[src/rtl/ptw_pkg.sv]
package ptw_pkg;

    // Flag positions inside a directory or table entry
    localparam int BIT_PRESENT = 0;
    localparam int BIT_WRITE   = 1;
    localparam int BIT_USER    = 2;
    localparam int BIT_DIRTY   = 6;

    typedef enum logic [1:0] {
        FLT_NONE   = 2'd0,
        FLT_ABSENT = 2'd1,
        FLT_WPROT  = 2'd2,
        FLT_PRIV   = 2'd3
    } fault_e;

    typedef enum logic [2:0] {
        ST_IDLE,
        ST_DIR_REQ,
        ST_DIR_WAIT,
        ST_TBL_REQ,
        ST_TBL_WAIT,
        ST_MARK_REQ,
        ST_MARK_WAIT,
        ST_FINISH
    } walk_state_e;

endpackage

[src/rtl/ptw_entry_addr.sv]
module ptw_entry_addr #(
    parameter int ADDR_W      = 32,
    parameter int OFFS_W      = 12,
    parameter int IDX_W       = 10,
    parameter int ENTRY_BYTES = 4
) (
    input  logic [ADDR_W-OFFS_W-1:0] frame_i,
    input  logic [IDX_W-1:0]         index_i,
    output logic [ADDR_W-1:0]        entry_addr_o
);
    localparam int SHIFT = $clog2(ENTRY_BYTES);
    localparam int PAD   = ADDR_W - IDX_W - SHIFT;

    logic [ADDR_W-1:0] table_base;
    logic [ADDR_W-1:0] entry_offs;

    // Table base is page aligned; index scaled by entry size
    assign table_base   = {frame_i, {OFFS_W{1'b0}}};
    assign entry_offs   = {{PAD{1'b0}}, index_i, {SHIFT{1'b0}}};
    assign entry_addr_o = table_base + entry_offs;

endmodule

[src/rtl/ptw_perm_check.sv]
module ptw_perm_check
    import ptw_pkg::*;
(
    input  logic   present_i,
    input  logic   writable_i,
    input  logic   user_ok_i,
    input  logic   is_write_i,
    input  logic   is_user_i,
    output fault_e fault_o
);
    // Priority: absent, then privilege, then write protection
    always_comb begin
        if (!present_i) begin
            fault_o = FLT_ABSENT;
        end else if (is_user_i && !user_ok_i) begin
            fault_o = FLT_PRIV;
        end else if (is_write_i && !writable_i) begin
            fault_o = FLT_WPROT;
        end else begin
            fault_o = FLT_NONE;
        end
    end

endmodule

[src/rtl/ptw_walker.sv]
module ptw_walker
    import ptw_pkg::*;
#(
    parameter int ADDR_W = 32,
    parameter int OFFS_W = 12,
    parameter int IDX_W  = 10
) (
    input  logic              clk,
    input  logic              rst_n,
    input  logic              req_valid,
    output logic              req_ready,
    input  logic [ADDR_W-1:0] req_laddr,
    input  logic              req_write,
    input  logic              req_user,
    input  logic [ADDR_W-1:0] dir_base,
    output logic              mem_req_valid,
    input  logic              mem_req_ready,
    output logic [ADDR_W-1:0] mem_req_addr,
    output logic              mem_req_write,
    output logic [ADDR_W-1:0] mem_req_wdata,
    input  logic              mem_rsp_valid,
    input  logic [ADDR_W-1:0] mem_rsp_rdata,
    output logic              done,
    output logic [1:0]        fault_cause,
    output logic              fault_level,
    output logic [ADDR_W-1:0] phys_addr
);
    localparam int FRAME_W = ADDR_W - OFFS_W;
    localparam int LEVELS  = 2;
    localparam logic [ADDR_W-1:0] DIRTY_MASK = ADDR_W'(1) << BIT_DIRTY;

    walk_state_e state_q, state_d;

    logic [ADDR_W-1:0]  la_q;
    logic               wr_q;
    logic               usr_q;
    logic [FRAME_W-1:0] dir_frame_q;
    logic [FRAME_W-1:0] tbl_frame_q;
    logic [ADDR_W-1:0]  pte_q;
    logic [ADDR_W-1:0]  phys_q;
    fault_e             cause_q;
    logic               level_q;

    logic [FRAME_W-1:0] lvl_frame  [LEVELS];
    logic [IDX_W-1:0]   lvl_index  [LEVELS];
    logic [ADDR_W-1:0]  lvl_addr   [LEVELS];
    fault_e             rsp_fault;
    logic               unused_base;

    assign unused_base  = ^dir_base[OFFS_W-1:0];

    assign lvl_frame[0] = dir_frame_q;
    assign lvl_frame[1] = tbl_frame_q;
    assign lvl_index[0] = la_q[ADDR_W-1 -: IDX_W];
    assign lvl_index[1] = la_q[OFFS_W +: IDX_W];

    // One entry-address adder per level
    generate
        for (genvar g = 0; g < LEVELS; g++) begin : g_level
            ptw_entry_addr #(
                .ADDR_W (ADDR_W),
                .OFFS_W (OFFS_W),
                .IDX_W  (IDX_W)
            ) u_addr (
                .frame_i      (lvl_frame[g]),
                .index_i      (lvl_index[g]),
                .entry_addr_o (lvl_addr[g])
            );
        end
    endgenerate

    // Shared checker applied to whichever entry is returning
    ptw_perm_check u_perm (
        .present_i  (mem_rsp_rdata[BIT_PRESENT]),
        .writable_i (mem_rsp_rdata[BIT_WRITE]),
        .user_ok_i  (mem_rsp_rdata[BIT_USER]),
        .is_write_i (wr_q),
        .is_user_i  (usr_q),
        .fault_o    (rsp_fault)
    );

    // Next-state logic
    always_comb begin
        state_d = state_q;
        unique case (state_q)
            ST_IDLE:      if (req_valid)     state_d = ST_DIR_REQ;
            ST_DIR_REQ:   if (mem_req_ready) state_d = ST_DIR_WAIT;
            ST_DIR_WAIT: begin
                if (mem_rsp_valid) begin
                    state_d = (rsp_fault != FLT_NONE) ? ST_FINISH : ST_TBL_REQ;
                end
            end
            ST_TBL_REQ:   if (mem_req_ready) state_d = ST_TBL_WAIT;
            ST_TBL_WAIT: begin
                if (mem_rsp_valid) begin
                    if (rsp_fault != FLT_NONE) begin
                        state_d = ST_FINISH;
                    end else if (wr_q && !mem_rsp_rdata[BIT_DIRTY]) begin
                        state_d = ST_MARK_REQ;
                    end else begin
                        state_d = ST_FINISH;
                    end
                end
            end
            ST_MARK_REQ:  if (mem_req_ready) state_d = ST_MARK_WAIT;
            ST_MARK_WAIT: if (mem_rsp_valid) state_d = ST_FINISH;
            ST_FINISH:    state_d = ST_IDLE;
            default:      state_d = ST_IDLE;
        endcase
    end

    // State register
    always_ff @(posedge clk) begin
        if (!rst_n) begin
            state_q <= ST_IDLE;
        end else begin
            state_q <= state_d;
        end
    end

    // Walk datapath registers
    always_ff @(posedge clk) begin
        if (!rst_n) begin
            la_q        <= '0;
            wr_q        <= 1'b0;
            usr_q       <= 1'b0;
            dir_frame_q <= '0;
            tbl_frame_q <= '0;
            pte_q       <= '0;
            phys_q      <= '0;
            cause_q     <= FLT_NONE;
            level_q     <= 1'b0;
        end else begin
            if (state_q == ST_IDLE && req_valid) begin
                la_q        <= req_laddr;
                wr_q        <= req_write;
                usr_q       <= req_user;
                dir_frame_q <= dir_base[ADDR_W-1:OFFS_W];
                cause_q     <= FLT_NONE;
                level_q     <= 1'b0;
                phys_q      <= '0;
            end
            if (state_q == ST_DIR_WAIT && mem_rsp_valid) begin
                tbl_frame_q <= mem_rsp_rdata[ADDR_W-1:OFFS_W];
                if (rsp_fault != FLT_NONE) begin
                    cause_q <= rsp_fault;
                    level_q <= 1'b0;
                end
            end
            if (state_q == ST_TBL_WAIT && mem_rsp_valid) begin
                pte_q <= mem_rsp_rdata;
                if (rsp_fault != FLT_NONE) begin
                    cause_q <= rsp_fault;
                    level_q <= 1'b1;
                end else begin
                    phys_q <= {mem_rsp_rdata[ADDR_W-1:OFFS_W], la_q[OFFS_W-1:0]};
                end
            end
        end
    end

    // Outputs
    always_comb begin
        req_ready     = (state_q == ST_IDLE);
        done          = (state_q == ST_FINISH);
        mem_req_valid = 1'b0;
        mem_req_addr  = '0;
        mem_req_write = 1'b0;
        mem_req_wdata = '0;
        unique case (state_q)
            ST_DIR_REQ: begin
                mem_req_valid = 1'b1;
                mem_req_addr  = lvl_addr[0];
            end
            ST_TBL_REQ: begin
                mem_req_valid = 1'b1;
                mem_req_addr  = lvl_addr[1];
            end
            ST_MARK_REQ: begin
                mem_req_valid = 1'b1;
                mem_req_addr  = lvl_addr[1];
                mem_req_write = 1'b1;
                mem_req_wdata = pte_q | DIRTY_MASK;
            end
            default: ;
        endcase
        fault_cause = cause_q;
        fault_level = level_q;
        phys_addr   = phys_q;
    end

endmodule

[config.mk]
export PLATFORM = sky130hd
export DESIGN_NAME = ptw_walker
export DESIGN_NICKNAME = d
export VERILOG_FILES = /design/src/rtl/ptw_pkg.sv /design/src/rtl/ptw_entry_addr.sv /design/src/rtl/ptw_perm_check.sv /design/src/rtl/ptw_walker.sv
export SDC_FILE = /design/constraint.sdc
export NUM_CORES = 1
export LEC_CHECK = 0
export BUFFER_PORTS_ARGS = -buffer_cell sky130_fd_sc_hd__buf_2
export CAP_MARGIN = 10
export CORE_MARGIN = 2
export CORE_UTILIZATION = 45
export CTS_CLUSTER_SIZE = 14
export DETAILED_ROUTE_END_ITERATION = 7
export PLACE_DENSITY = 0.72
export SLEW_MARGIN = 20
export SYNTH_ARGS = -nofsm -noshare
export SYNTH_HDL_FRONTEND = slang
export SYNTH_SLANG_ARGS = --single-unit
export TNS_END_PERCENT = 30
[constraint.sdc]
create_clock -name clk -period 4.5 [get_ports clk]
set_clock_uncertainty 0.2 [all_clocks]
set_input_delay 0.225 -clock clk [delete_from_list [all_inputs] [get_ports clk]]
set_output_delay 0.225 -clock clk [all_outputs]
set_load 0.005 [all_outputs]
==> flow_summary.ini <==
[worst_setup_path]
cp-startpoint = state_q[0]
worstSetupEndpointType = output pin
crit_path_start_kind = flip-flop
worstPathRequired_ns = 4.07
worstSetupEndpoint = mem_req_addr[5]
critPathMaxFanout = 25
reg2reg_slack_ns = 2.16
r2r_end = phys_addr[10]
worstPathArrival_ns = 2.50
path_class = flip-flop to output pin
worstReg2RegStart = state_q[2]
rr_worst_depth = 6

[finish]
fin_util = 0.641
antenna_cells = 0
final_cell_mix = 250 x nand2_1, 190 x buf_2, 143 x dfxtp_1, 98 x a21boi_0, 87 x dlygate4sd3_1
fin_nets = 1078
fillers = 1147
multi_input_comb_area_um2 = 2900
area_growth_pct = 39.2
drive_above_1_share = 0.236
fin_area_um2 = 8480
seqCellArea_um2 = 2860
mostFrequentLayoutCell = nand2_1

[global_route]
grt_pass1_wl_um = 27800
grt.total_usage = 0.244
grt_max_degree = 102
gr-total-overflow = 0
grt_pass1_vias = 5556
antenna_found_initial = 0

[routing]
drc = 0
antenna_left = 0
wirelength_um = 17600
first_iter_violations = 367
num_vias = 5839
routed_via_density = 5.02
post_drt_wl_per_cell_um = 15.1
dr.pass1.iters = 5

[sta]
tightest_slew_ns = 1.06
grt_setup_unrepaired = false
fmax_mhz = 342
maxSlewHeadroom = 0.290
final.min_clock_period_ns = 2.93
slew_violations = 0
hold_violations = 0
finalSetupTns_ns = 0
timing.final.crit_share = 0.650
setup_viol = 0

[pwr]
swShare = 0.248
seq_power_share = 0.428
p_comb_frac = 0.113
p_leak_uw = 0.00360
p_switching_uw = 787
p_per_area_nw_per_um2 = 374
ir_drop_v = 0.000234
power.clock.fraction = 0.459
power.internal_uw = 2390

[floorplanning]
fp.coreArea_um2 = 13200
start_util = 0.460
ios = 206
die_w_um = 120
num_rows = 42
dieArea_um2 = 14500
die_h_um = 120

[clocking]
path_clk_slew_ns = 0.06
cts_tree = yes
cts_buffers = 17
postCtsSetupBuffers = 0
cts-root-buf = clkbuf_16
clk_latency_ns = 0.42
ctsResizeCount = 0
hold_buffers = 87
numClockSinks = 143
cts.path.max_buffers = 2
h-tree-depth = 4

[run_status]
status = complete, no violations

[placement]
dp_hpwl_um = 10500
routabilityCongestion = 0.822
place_area_um2 = 7000
placement.io_buffers = 191

[logic_synthesis]
synth_xor_area_frac = 0.00144
synth-compound-area-share = 0.234
synth_top_family_by_area = simple AND/OR/NAND/NOR gates
synthMuxAreaShare = 0
avgSynthCellArea_um2 = 8.27
ys_warn_count = 0
synth_fa_ha_area_frac = 0
syn_area_um2 = 6100
synth-simple-area-share = 0.239
ys_seq_area_frac = 0.470
syn_inst = 737
ys_ff_latch = 143
yosysUniqueCellTypes = 36

[hold_path]
hold_class = primary input to flip-flop

[flow_run]
drv_cap = 0
-- worst min path at each step --
stage | from | end | slack (ns) | cells after the start
finish | mem_rsp_valid | state_q[0] | 0.05 | 4
detailed placement | la_q[5] | phys_addr[5] | 0.25 | 2
floorplan | dir_base[12] | dir_frame_q[0] | 0.16 | 2
global route | mem_rsp_valid | state_q[0] | 0.07 | 4
CTS | mem_rsp_valid | state_q[0] | 0.04 | 4
global placement | la_q[1] | phys_addr[1] | 0.24 | 2
-- cell families (layout without fill, tap and decap cells) --
group / count (synthesis) / after routing
and+or+nand+nor: 337 / 337
AOI/OAI and AO/OA: 187 / 187
DFF: 143 / 143
buffers and inverters: 68 / 318
other: 1 / 2
xor gates and xnor gates: 1 / 1
-- synth_stat cells --
cell type	count	area (um^2)
nand3_1	33	165
or4b_2	1	10.0
o21ai_0	4	20.0
clkbuf_1	39	146
buf_2	17	85.1
o211a_1	1	10.0
nor2_1	3	11.3
nor2b_1	2	12.5
and4_1	1	8.76
a22o_1	30	263
buf_4	6	45.0
a21boi_1	40	300
o2111a_1	1	11.3
a32o_1	1	10.0
and2_1	37	231
dfxtp_1	143	2860
xor2_1	1	8.76
a22oi_1	2	15.0
nand2_1	250	938
o211ai_1	1	7.51
conb_1	1	3.75
a31oi_1	1	6.26
nand2b_1	2	12.5
and3_1	1	6.26
and3b_1	1	8.76
nand4_1	1	6.26
a221o_1	1	10.0
nand3b_1	1	7.51
a21oi_1	5	25.0
and4bb_1	1	12.5
inv_1	1	3.75
nor3_1	2	10.0
o21a_1	2	15.0
a21boi_0	98	736
buf_6	5	56.3
or4b_4	1	13.8
-- critical path, cell delays in order (launching register included) --
cell and delay (ns):
dfxtp_1 0.63, and2_1 0.89, buf_4 0.30, a22o_1 0.14, buf_2 0.11
-- state kept, by name, summed over array words and instances (netlist names) --
register / flops
wr_q: 1
pte_q: 31
fault_cause: 2
state_q: 3
dir_frame_q: 20
tbl_frame_q: 20
usr_q: 1
fault_level: 1
phys_addr: 32
la_q: 32
-- final cells by class --
cell class                 instances  share of cell area
multi-input combinational        527               0.342
sequential                       143               0.337
timing repair buffer             285               0.222
clock buffer                      19              0.0534
tap                              176              0.0260
clock inverter                    13              0.0189
inverter                           1            0.000442
-- routing by layer --
layer,GRT usage,routed length (um)
met3,0.0693,1040
met4,0.108,550
met5,0,0
met2,0.392,7950
met1,0.304,8080
-- power by group through the flow --
stage	logic (uW)	clock network, uW	registers (uW)
floorplan	212	0	1370
global placement	294	0	1380
detailed placement	297	0	1380
CTS	356	1480	1360
global route	397	1540	1360
finish	359	1460	1360
-- metrics by stage --
stage / worst slack [ns] / cells / hold slack, ns / total power (uW)
2_1_floorplan: 2.75 / 738 / 0.160 / 1580
5_1_grt: 1.42 / 1164 / 0.0697 / 3300
6_report: 1.57 / 1164 / 0.0517 / 3170
4_1_cts: 1.58 / 1164 / 0.0378 / 3190
3_3_place_gp: 2.05 / 1045 / 0.238 / 1680
3_5_place_dp: 2.02 / 1045 / 0.245 / 1680
Note: power is estimated with default switching activity, not from simulation.
